### src/rtl/ioa_pkg.sv
package ioa_pkg;
  localparam int unsigned SEL_W = 4;

  localparam logic [SEL_W-1:0] SEL_OUT_B     = 4'h0;
  localparam logic [SEL_W-1:0] SEL_OUT_A     = 4'h1;
  localparam logic [SEL_W-1:0] SEL_DIR_B     = 4'h2;
  localparam logic [SEL_W-1:0] SEL_DIR_A     = 4'h3;
  localparam logic [SEL_W-1:0] SEL_T1_CNT_LO = 4'h4;
  localparam logic [SEL_W-1:0] SEL_T1_CNT_HI = 4'h5;
  localparam logic [SEL_W-1:0] SEL_T1_LAT_LO = 4'h6;
  localparam logic [SEL_W-1:0] SEL_T1_LAT_HI = 4'h7;
  localparam logic [SEL_W-1:0] SEL_T2_CNT    = 4'h8;
  localparam logic [SEL_W-1:0] SEL_T2_LAT    = 4'h9;
  localparam logic [SEL_W-1:0] SEL_FLAGS     = 4'hD;
  localparam logic [SEL_W-1:0] SEL_ENABLE    = 4'hE;

  localparam int unsigned FLG_T1 = 6;
  localparam int unsigned FLG_T2 = 5;
  localparam int unsigned N_PORTS = 2;
endpackage

### src/rtl/ioa_port.sv
module ioa_port #(
  parameter int unsigned W = 8
) (
  input  logic         clk_i,
  input  logic         rst_ni,
  input  logic         wr_out_i,
  input  logic         wr_dir_i,
  input  logic [W-1:0] wdata_i,
  output logic [W-1:0] out_q_o,
  output logic [W-1:0] dir_q_o,
  output logic [W-1:0] pin_o,
  output logic [W-1:0] pin_oe_o
);
  logic [W-1:0] out_q, dir_q;

  always_ff @(posedge clk_i or negedge rst_ni) begin
    if (!rst_ni) begin
      out_q <= '0;
      dir_q <= '0;
    end else begin
      if (wr_out_i) out_q <= wdata_i;
      if (wr_dir_i) dir_q <= wdata_i;
    end
  end

  assign out_q_o  = out_q;
  assign dir_q_o  = dir_q;
  assign pin_oe_o = dir_q;
  assign pin_o    = out_q & dir_q;

  a_r2_out_hold: assert property (@(posedge clk_i) disable iff (!rst_ni)
    !wr_out_i |=> $stable(out_q));
  a_r2_dir_load: assert property (@(posedge clk_i) disable iff (!rst_ni)
    wr_dir_i |=> (pin_oe_o == $past(wdata_i)));
endmodule

### src/rtl/ioa_timer.sv
module ioa_timer #(
  parameter int unsigned CNT_W = 16
) (
  input  logic             clk_i,
  input  logic             rst_ni,
  input  logic             load_i,
  input  logic             start_i,
  input  logic [CNT_W-1:0] load_val_i,
  output logic [CNT_W-1:0] cnt_o,
  output logic             evt_o
);
  localparam logic [CNT_W-1:0] ONE = {{(CNT_W-1){1'b0}}, 1'b1};

  logic [CNT_W-1:0] cnt_q;
  logic             run_q;

  always_ff @(posedge clk_i or negedge rst_ni) begin
    if (!rst_ni) begin
      cnt_q <= '0;
      run_q <= 1'b0;
    end else if (load_i) begin
      cnt_q <= load_val_i;
      if (start_i) run_q <= 1'b1;
    end else if (run_q && cnt_q != '0) begin
      cnt_q <= cnt_q - ONE;
    end
  end

  // expiry pulse on the edge that reaches zero; a load that cycle takes priority
  assign evt_o = run_q && !load_i && (cnt_q == ONE);
  assign cnt_o = cnt_q;

  a_r6_dec_step: assert property (@(posedge clk_i) disable iff (!rst_ni)
    (run_q && !load_i && cnt_q != '0) |=> (cnt_q == $past(cnt_q) - ONE));
  a_r6_hold_zero: assert property (@(posedge clk_i) disable iff (!rst_ni)
    (!load_i && cnt_q == '0) |=> (cnt_q == '0));
  a_r4_start: assert property (@(posedge clk_i) disable iff (!rst_ni)
    (load_i && start_i) |=> run_q);
endmodule

### src/rtl/ioa_irq.sv
module ioa_irq #(
  parameter int unsigned W = 8
) (
  input  logic           clk_i,
  input  logic           rst_ni,
  input  logic [W-2:0]   set_i,
  input  logic           clr_wr_i,
  input  logic           ena_wr_i,
  input  logic [W-1:0]   wdata_i,
  output logic [W-2:0]   flags_o,
  output logic [W-2:0]   ena_o,
  output logic           any_o
);
  localparam int unsigned FLAG_W = W - 1;

  logic [FLAG_W-1:0] flags_q, ena_q, clr_mask;

  assign clr_mask = clr_wr_i ? wdata_i[FLAG_W-1:0] : '0;

  always_ff @(posedge clk_i or negedge rst_ni) begin
    if (!rst_ni) begin
      flags_q <= '0;
      ena_q   <= '0;
    end else begin
      flags_q <= (flags_q & ~clr_mask) | set_i;
      if (ena_wr_i) begin
        if (wdata_i[W-1]) ena_q <= ena_q | wdata_i[FLAG_W-1:0];
        else              ena_q <= ena_q & ~wdata_i[FLAG_W-1:0];
      end
    end
  end

  assign flags_o = flags_q;
  assign ena_o   = ena_q;
  assign any_o   = |(flags_q & ena_q);

  a_r8_clear: assert property (@(posedge clk_i) disable iff (!rst_ni)
    (clr_wr_i && ((set_i & wdata_i[FLAG_W-1:0]) == '0))
      |=> ((flags_q & $past(wdata_i[FLAG_W-1:0])) == '0));
  a_r8_set_wins: assert property (@(posedge clk_i) disable iff (!rst_ni)
    (set_i != '0) |=> ((flags_q & $past(set_i)) == $past(set_i)));
  a_r9_ena_set: assert property (@(posedge clk_i) disable iff (!rst_ni)
    (ena_wr_i && wdata_i[W-1])
      |=> ((ena_q & $past(wdata_i[FLAG_W-1:0])) == $past(wdata_i[FLAG_W-1:0])));
  a_r9_ena_clr: assert property (@(posedge clk_i) disable iff (!rst_ni)
    (ena_wr_i && !wdata_i[W-1]) |=> ((ena_q & $past(wdata_i[FLAG_W-1:0])) == '0));
endmodule

### src/rtl/io_timer_adapter.sv
module io_timer_adapter
  import ioa_pkg::*;
#(
  parameter int unsigned DATA_W = 8
) (
  input  logic              clk_i,
  input  logic              rst_ni,
  input  logic              cs_i,
  input  logic              we_i,
  input  logic [SEL_W-1:0]  sel_i,
  input  logic [DATA_W-1:0] wdata_i,
  output logic [DATA_W-1:0] rdata_o,
  output logic [DATA_W-1:0] pa_o,
  output logic [DATA_W-1:0] pa_oe_o,
  output logic [DATA_W-1:0] pb_o,
  output logic [DATA_W-1:0] pb_oe_o,
  output logic              irq_no
);
  localparam int unsigned T1_W   = 2 * DATA_W;
  localparam int unsigned T2_W   = DATA_W;
  localparam int unsigned FLAG_W = DATA_W - 1;

  logic wr, rd;
  assign wr = cs_i &  we_i;
  assign rd = cs_i & ~we_i;

  // ports: index 0 = A, 1 = B
  logic [DATA_W-1:0] out_q [N_PORTS];
  logic [DATA_W-1:0] dir_q [N_PORTS];
  logic [DATA_W-1:0] pin   [N_PORTS];
  logic [DATA_W-1:0] pin_oe[N_PORTS];
  localparam logic [SEL_W-1:0] OUT_SEL [N_PORTS] = '{SEL_OUT_A, SEL_OUT_B};
  localparam logic [SEL_W-1:0] DIR_SEL [N_PORTS] = '{SEL_DIR_A, SEL_DIR_B};

  for (genvar g = 0; g < N_PORTS; g++) begin : g_port
    ioa_port #(.W(DATA_W)) u_port (
      .clk_i    (clk_i),
      .rst_ni   (rst_ni),
      .wr_out_i (wr && sel_i == OUT_SEL[g]),
      .wr_dir_i (wr && sel_i == DIR_SEL[g]),
      .wdata_i  (wdata_i),
      .out_q_o  (out_q[g]),
      .dir_q_o  (dir_q[g]),
      .pin_o    (pin[g]),
      .pin_oe_o (pin_oe[g])
    );
  end

  assign pa_o    = pin[0];
  assign pa_oe_o = pin_oe[0];
  assign pb_o    = pin[1];
  assign pb_oe_o = pin_oe[1];

  // timer 1 latch and counter
  logic [T1_W-1:0] t1_lat_q, t1_cnt, t1_load_val;
  logic            t1_wr_lo, t1_wr_hi, t1_evt;
  assign t1_wr_lo = wr && sel_i == SEL_T1_CNT_LO;
  assign t1_wr_hi = wr && sel_i == SEL_T1_CNT_HI;

  always_ff @(posedge clk_i or negedge rst_ni) begin
    if (!rst_ni) begin
      t1_lat_q <= '0;
    end else begin
      if (t1_wr_lo || (wr && sel_i == SEL_T1_LAT_LO)) t1_lat_q[DATA_W-1:0]    <= wdata_i;
      if (t1_wr_hi || (wr && sel_i == SEL_T1_LAT_HI)) t1_lat_q[T1_W-1:DATA_W] <= wdata_i;
    end
  end

  assign t1_load_val = t1_wr_hi ? {wdata_i, t1_lat_q[DATA_W-1:0]}
                                : {t1_lat_q[T1_W-1:DATA_W], wdata_i};

  ioa_timer #(.CNT_W(T1_W)) u_t1 (
    .clk_i      (clk_i),
    .rst_ni     (rst_ni),
    .load_i     (t1_wr_lo | t1_wr_hi),
    .start_i    (t1_wr_hi),
    .load_val_i (t1_load_val),
    .cnt_o      (t1_cnt),
    .evt_o      (t1_evt)
  );

  // timer 2
  logic [T2_W-1:0]   t2_cnt, t2_lat_q;
  logic              t2_wr, t2_evt;
  assign t2_wr = wr && sel_i == SEL_T2_CNT;

  always_ff @(posedge clk_i or negedge rst_ni) begin
    if (!rst_ni)                         t2_lat_q <= '0;
    else if (wr && sel_i == SEL_T2_LAT)  t2_lat_q <= wdata_i;
  end

  ioa_timer #(.CNT_W(T2_W)) u_t2 (
    .clk_i      (clk_i),
    .rst_ni     (rst_ni),
    .load_i     (t2_wr),
    .start_i    (t2_wr),
    .load_val_i (wdata_i),
    .cnt_o      (t2_cnt),
    .evt_o      (t2_evt)
  );

  // interrupts
  logic [FLAG_W-1:0] flag_set, flags, ena;
  logic              irq_any;

  always_comb begin
    flag_set         = '0;
    flag_set[FLG_T1] = t1_evt;
    flag_set[FLG_T2] = t2_evt;
  end

  ioa_irq #(.W(DATA_W)) u_irq (
    .clk_i    (clk_i),
    .rst_ni   (rst_ni),
    .set_i    (flag_set),
    .clr_wr_i (wr && sel_i == SEL_FLAGS),
    .ena_wr_i (wr && sel_i == SEL_ENABLE),
    .wdata_i  (wdata_i),
    .flags_o  (flags),
    .ena_o    (ena),
    .any_o    (irq_any)
  );

  assign irq_no = ~irq_any;

  // read path
  logic [DATA_W-1:0] rd_val, rdata_q;

  always_comb begin
    case (sel_i)
      SEL_OUT_B:     rd_val = out_q[1];
      SEL_OUT_A:     rd_val = out_q[0];
      SEL_DIR_B:     rd_val = dir_q[1];
      SEL_DIR_A:     rd_val = dir_q[0];
      SEL_T1_CNT_LO: rd_val = t1_cnt[DATA_W-1:0];
      SEL_T1_CNT_HI: rd_val = t1_cnt[T1_W-1:DATA_W];
      SEL_T1_LAT_LO: rd_val = t1_lat_q[DATA_W-1:0];
      SEL_T1_LAT_HI: rd_val = t1_lat_q[T1_W-1:DATA_W];
      SEL_T2_CNT:    rd_val = t2_cnt;
      SEL_T2_LAT:    rd_val = t2_lat_q;
      SEL_FLAGS:     rd_val = {irq_any, flags};
      SEL_ENABLE:    rd_val = {1'b1, ena};
      default:       rd_val = '0;
    endcase
  end

  always_ff @(posedge clk_i or negedge rst_ni) begin
    if (!rst_ni)  rdata_q <= '0;
    else if (rd)  rdata_q <= rd_val;
    else          rdata_q <= '0;
  end

  assign rdata_o = rdata_q;

  a_r12_idle_zero: assert property (@(posedge clk_i) disable iff (!rst_ni)
    !(cs_i && !we_i) |=> (rdata_o == '0));
  a_r10_enable_b7: assert property (@(posedge clk_i) disable iff (!rst_ni)
    (cs_i && !we_i && sel_i == SEL_ENABLE) |=> rdata_o[DATA_W-1]);
  a_r11_all_masked: assert property (@(posedge clk_i) disable iff (!rst_ni)
    (cs_i && we_i && sel_i == SEL_ENABLE && wdata_i == {1'b0, {FLAG_W{1'b1}}}) |=> irq_no);
endmodule

### config.mk
export PLATFORM = sky130hd
export DESIGN_NAME = io_timer_adapter
export DESIGN_NICKNAME = d
export VERILOG_FILES = /design/src/rtl/ioa_pkg.sv /design/src/rtl/ioa_port.sv /design/src/rtl/ioa_timer.sv /design/src/rtl/ioa_irq.sv /design/src/rtl/io_timer_adapter.sv
export SDC_FILE = /design/constraint.sdc
export NUM_CORES = 1
export LEC_CHECK = 0
export CORE_MARGIN = 2
export CORE_UTILIZATION = 45
export DETAILED_ROUTE_END_ITERATION = 12
export PLACE_DENSITY = 0.66
export SLEW_MARGIN = 20
export SYNTH_ARGS = -nofsm -noshare
export SYNTH_HDL_FRONTEND = slang
export SYNTH_SLANG_ARGS = --single-unit
### constraint.sdc
create_clock -name clk_i -period 5.6 [get_ports clk_i]
set_input_delay 1.12 -clock clk_i [delete_from_list [all_inputs] [get_ports clk_i]]
set_output_delay 1.12 -clock clk_i [all_outputs]
set_load 0.02 [all_outputs]
---- Yosys cells after proc, flatten, opt, wreduce, memory -nomap -nowiden ----
Cells that the tools add are included.
storage, ports and cells
  bits in read-only memories .............. 0
  memories ................................ 0
  latch bits .............................. 0
  flip-flop bits (word level) ............. 104
  word-level logic and storage cells ...... 81
  RAM bits ................................ 0
  output and inout port bits .............. 41
operators by class
  shift operators ......................... 0
  equality and inequality tests ........... 13
  order comparisons ....................... 0
  multipliers ............................. 0
  add/subtract/negate cells ............... 2
  multiplexer cells ....................... 9
  reductions and logical operators ........ 29
  bitwise gates (word level) .............. 14
  div/mod/pow operators ................... 0
operator list
  kind                                                 number
  case mux 8 bit (12 select lines)                     1
  two-way mux 16 bit                                   3
  two-way mux 8 bit                                    3
  bitwise AND 7 bit                                    3
  logical AND 1 bit                                    18
  bitwise AND 8 bit                                    2
  == test 16 x 1 -> 1 bit (second input constant)      1
  == test 4 x 3 -> 1 bit (second input constant)       4
  == test 4 bit (second input constant)                4
  nonzero test 16 bit                                  1
  subtractor 16 x 1 -> 16 bit (second input constant)  1
  two-way mux 7 bit                                    2
  NOT 7 bit                                            2
  OR 7 bit                                             2
  == test 4 x 2 -> 1 bit (second input constant)       2
  == test 8 x 1 -> 1 bit (second input constant)       1
  nonzero test 8 bit                                   1
  subtractor 8 x 1 -> 8 bit (second input constant)    1
  OR reduction 7 bit                                   1
  == test 4 x 1 -> 1 bit (second input constant)       1
  logical NOT 4 bit                                    1
  nonzero test 2 bit                                   2
  bitwise AND 1 bit                                    2
  logical NOT 1 bit                                    2
  other kinds (4)                                      6

---- Longest topological paths before layout ----
  depth in word-level cells ............... 7
  gate-level depth with buffers ........... 7

---- Hierarchy ----
From an unflattened synthesis, not the netlist that was laid out.
second synthesis, totals
  cells, all modules ...................... 596
  area, all modules ....................... 6,414.9 µm²
modules (own cells, without submodules)
  module             times used  area an instance (µm²)  cells an instance
  io_timer_adapter   1           2,484.9                 246
  ioa_port           2           773.2                   50
  ioa_timer at u_t1  1           1,164.9                 133
  ioa_timer at u_t2  1           654.4                   71
  ioa_irq            1           564.3                   46

---- Least setup slack after synthesis ----
Ideal clock, no wire load.
  kind .................................... input -> register
  start point ............................. input port sel_i[2]
  end point ............................... register t1_lat_q[15]
  library setup time ...................... 0.125 ns
  data arrival time ....................... 2.689 ns
  stages .................................. 5
  setup slack ............................. 2.786 ns
  cells stage by stage .................... buf_2 -> buf_1 -> nand2_1 -> nor3_1 -> mux2_2
between the ends
  cells in the longest elaborated chain, start to end .. 3
  elaborated cells between the ends (all ways) .. 5
RTL lines
  item                                              RTL line                                        text
  start: declaration                                io_timer_adapter.sv:10                          input logic [SEL_W-1:0] sel_i,
  == test 4 x 3 -> 1 bit, on equally long branches  io_timer_adapter.sv:58, io_timer_adapter.sv:65
  logical AND 1 bit, on equally long branches       io_timer_adapter.sv:58, io_timer_adapter.sv:65
  logical OR 1 bit (*)                              io_timer_adapter.sv:65                          if (t1_wr_hi || (wr && sel_i == SEL_T1_LAT_HI)) t1_lat_q[T1_W-1:DATA_W] <= wdata_i;
  end signal: indexed assignment                    io_timer_adapter.sv:64                          if (t1_wr_lo || (wr && sel_i == SEL_T1_LAT_LO)) t1_lat_q[DATA_W-1:0] <= wdata_i;
  end signal: indexed assignment                    io_timer_adapter.sv:65
  end: declaration                                  io_timer_adapter.sv:55                          logic [T1_W-1:0] t1_lat_q, t1_cnt, t1_load_val;
Mark *: on every way between the ends. The rest lies on a longest branch, timed or not.
A chain may end at the register's enable or synchronous reset.

---- Worst setup path in the final report ----
  start point ............................. input port sel_i[2]
  end point ............................... register u_t1.cnt_q[5], in the netlist u_t1.cnt_o[5]
between the ends
  cells in the longest elaborated chain, start to end .. 4
  elaborated cells between the ends (all ways) .. 8
RTL lines
  item                                                      RTL line                                        text
  == test 4 x 3 -> 1 bit, on equally long branches          io_timer_adapter.sv:58, io_timer_adapter.sv:57
  logical AND 1 bit, on equally long branches               io_timer_adapter.sv:58, io_timer_adapter.sv:57
  two-way mux 16 bit or OR 1 bit (tied branches)            io_timer_adapter.sv:69, io_timer_adapter.sv:75
  two-way mux 16 bit or nonzero test 2 bit (tied branches)  n/a
  end signal: assignment                                    ioa_timer.sv:22                                 cnt_q <= load_val_i;
  end signal: assignment                                    ioa_timer.sv:25                                 cnt_q <= cnt_q - ONE;
  end: declaration                                          ioa_timer.sv:14                                 logic [CNT_W-1:0] cnt_q;
Parallel ways exist; a longest one is shown, timed or not.

==> impl_metrics.json <==
{
  "outcome": "finished clean",
  "ir_worst_vdd_uv": 179.2,
  "seqCellArea_sq_um": 2603,
  "num_vias": 4612,
  "routedWlPerCell_um": 23.30,
  "crit_slowest_cell": "nor2_1",
  "synth_area_sq_um": 5604,
  "die-height_um": 115.6,
  "drtAntennaViolNets": 0,
  "fillers": 1093,
  "grt_setup_unrepaired": "false",
  "clk_latency_ns": 0.36,
  "dp_cells": 722,
  "avgSynthCellArea_sq_um": 10.65,
  "drt_iter0_drc": 552,
  "coreArea_sq_um": 12060,
  "drt_wl_total_um": 17200,
  "synthArstFlopShare": 1.000,
  "cp_cell_sequence": "buf_2 -> nand4bb_1 -> nor2_1 -> o221ai_1 -> o21ai_0 -> o21a_1",
  "final_common_cell": "dfrtp_1",
  "tns_ns": 0,
  "synth-edff-count": 0,
  "cp_num_buf_inv": 1,
  "cp_max_fo": 47,
  "clock-sinks": 104,
  "clk_pin_slew_worst_paths_ns": 0.07,
  "insertedDiodeCount": 0,
  "power_leakage_nw": 2.645,
  "synth-seq-area-share": 0.4644,
  "worst_setup_path_start_kind": "input port",
  "cts_made_buffers": 9,
  "tightestPinTransition_ns": 1.159,
  "arrival_ns": 4.14,
  "drive_above_1_share": 0.1947,
  "synth_top_area_cell": "dfrtp_1",
  "area_growth_pct": 17.50,
  "netlist_instances": 526,
  "fin_skew_ns": 0.008221,
  "grt_max_degree": 59,
  "mostFrequentLayoutCells": "104 x dfrtp_1, 67 x mux2_2, 54 x clkdlybuf4s50_1, 45 x nand2_1, 21 x a21oi_1",
  "ys_ff_latch": 104,
  "setup_viol": 0,
  "worstSetupPathType": "in -> reg",
  "nets": 586,
  "ctsHtreeMaxLevel": 3,
  "vias_per_cell": 6.249,
  "ys.flop_type": "dfrtp_1",
  "drtPass1Iterations": 6,
  "overflow": 0,
  "hold_viol": 0,
  "synth_cell_type_count": 58,
  "clk_path_buf_depth": 2,
  "gp_congestion": 0.9395,
  "synth_warnings": 0,
  "drc_errors": 0,
  "post_cts_buffers": 0,
  "slew_viol_final": 0,
  "synth_area_leaders": "dfrtp_1 46%, mux2_2 13%, mux2i_1 3.6%, nand2_1 3.0%, o221ai_1 2.0%",
  "cts_root_buf": "clkbuf_16",
  "grt_usage": 0.2694,
  "tritoncts": "built",
  "critical_path_required_ns": 5.89,
  "cts.repair.resized": 0,
  "die_w_um": 115.6,
  "rows": 40,
  "crit_family": "simple AND/OR/NAND/NOR gates",
  "antenna_found_initial": 0,
  "synth_top_area_frac": 0.4644,
  "initial_core_util": 0.4646,
  "worstSetupEndpointType": "flip-flop",
  "hold_path.class": "reg -> reg",
  "drv_cap": 0,
  "maxSlewHeadroom": 0.2213,
  "layoutNonFillerInstCount": 738,
  "critPathMaxStageDelay_ns": 1.03,
  "powerDensity_nw_per_um2": 370.9,
  "io_buffer_count": 56,
  "synth_nets": 547,
  "multi_input_area_sq_um": 2856,
  "layout_min_cycle_time_ns": 3.854,
  "ios": 57,
  "grt_pass1_vias": 4543,
  "grt_pass1_wl_um": 26650,
  "cts.hold.buffers_added": 0,
  "dp_hpwl_um": 12090,
  "fmax_ghz": 0.2595,
  "period_share": 0.6882,
  "dieArea_sq_um": 13360
}
worst paths after layout:
kind / to / cells past startpoint / slack, ns / from
setup / recovery: u_t1.cnt_o[5] / 6 / 1.75 / sel_i[2]
setup reg to reg: u_t1.cnt_o[1] / 7 / 3.12 / u_t1.cnt_o[1]
max in group asynchronous: u_t1.cnt_o[1] / 2 / 3.68 / rst_ni
hold / removal: t2_lat_q[2] / 1 / 0.52 / t2_lat_q[2]
hold reg to reg: t2_lat_q[2] / 1 / 0.52 / t2_lat_q[2]
min in group asynchronous: g_port[1].u_port.dir_q_o[5] / 1 / 0.75 / rst_ni
cell type report:
class,instances,share of cell area
inverter,8,0.004560
multi-input combinational,379,0.4338
tap,168,0.03192
sequential,104,0.3952
timing repair buffer,63,0.09196
clock buffer,10,0.03629
clock inverter,6,0.006270
where the power goes:
part           switching [W]  total (W)  internal (W)
sequential          0.000230    0.00116      0.000926
clock               0.000292   0.000608      0.000316
combinational       0.000344   0.000678      0.000334
sequential cells by signal (all words and copies together), names as in the netlist, 7 cells and up, named ones only:
signal and cells:
u_irq.flags_o 7, rdata_o 8, g_port.u_port.out_q_o 16, u_t2.cnt_o 8
t1_lat_q 16, t2_lat_q 8, g_port.u_port.dir_q_o 16, u_t1.cnt_o 16
metrics by stage:
stage / cell area (sq um) / hold WS [ns] / total power [W] / worst slack, ns / util
2_1_floorplan: 5604 / 0.4625 / 0.001540 / 2.786 / -
3_3_place_gp: 6290 / 0.4924 / 0.001819 / 1.564 / 0.5215
3_5_place_dp: 6290 / 0.5043 / 0.001838 / 1.437 / 0.5215
4_1_cts: 6570 / 0.5208 / 0.002440 / 1.786 / 0.5447
5_1_grt: 6585 / 0.5491 / 0.002574 / 1.478 / 0.5460
6_report: 6585 / 0.5201 / 0.002442 / 1.746 / 0.5460
kinds of logic (layout without fill, tap and decap cells):
logic type               after synthesis  count (layout)  synth area share
adder cells (fa/ha/maj)                5               5           0.01116
buffers and inverters                 43              87           0.02947
XOR/XNOR                              15              15           0.02344
flip-flops                           104             104            0.4644
AND/OR/NAND/NOR                      157             157            0.1509
AO/OA/AOI/OAI                        113             113            0.1422
multiplexers                          89              89            0.1784
layer usage:
metal | share of wire | GRT usage
met5 | 0 | 0
met4 | 0.023 | 0.08755
met3 | 0.087 | 0.04550
met2 | 0.46 | 0.4199
met1 | 0.44 | 0.3842
cell usage after synthesis, types with 6 or more instances:
library cell	count
o22ai_1	7
nor2_1	20
or3_1	6
o221ai_1	13
mux2i_1	20
and2_1	17
nor3_1	19
mux2_2	67
clkbuf_1	26
inv_1	8
o21ai_0	15
buf_1	6
dfrtp_1	104
xnor2_1	12
a211oi_1	7
a22oi_1	7
a21oi_1	21
nand2_1	45
nor2b_1	8
nand3_1	8
(Power assumes the default switching activity.)
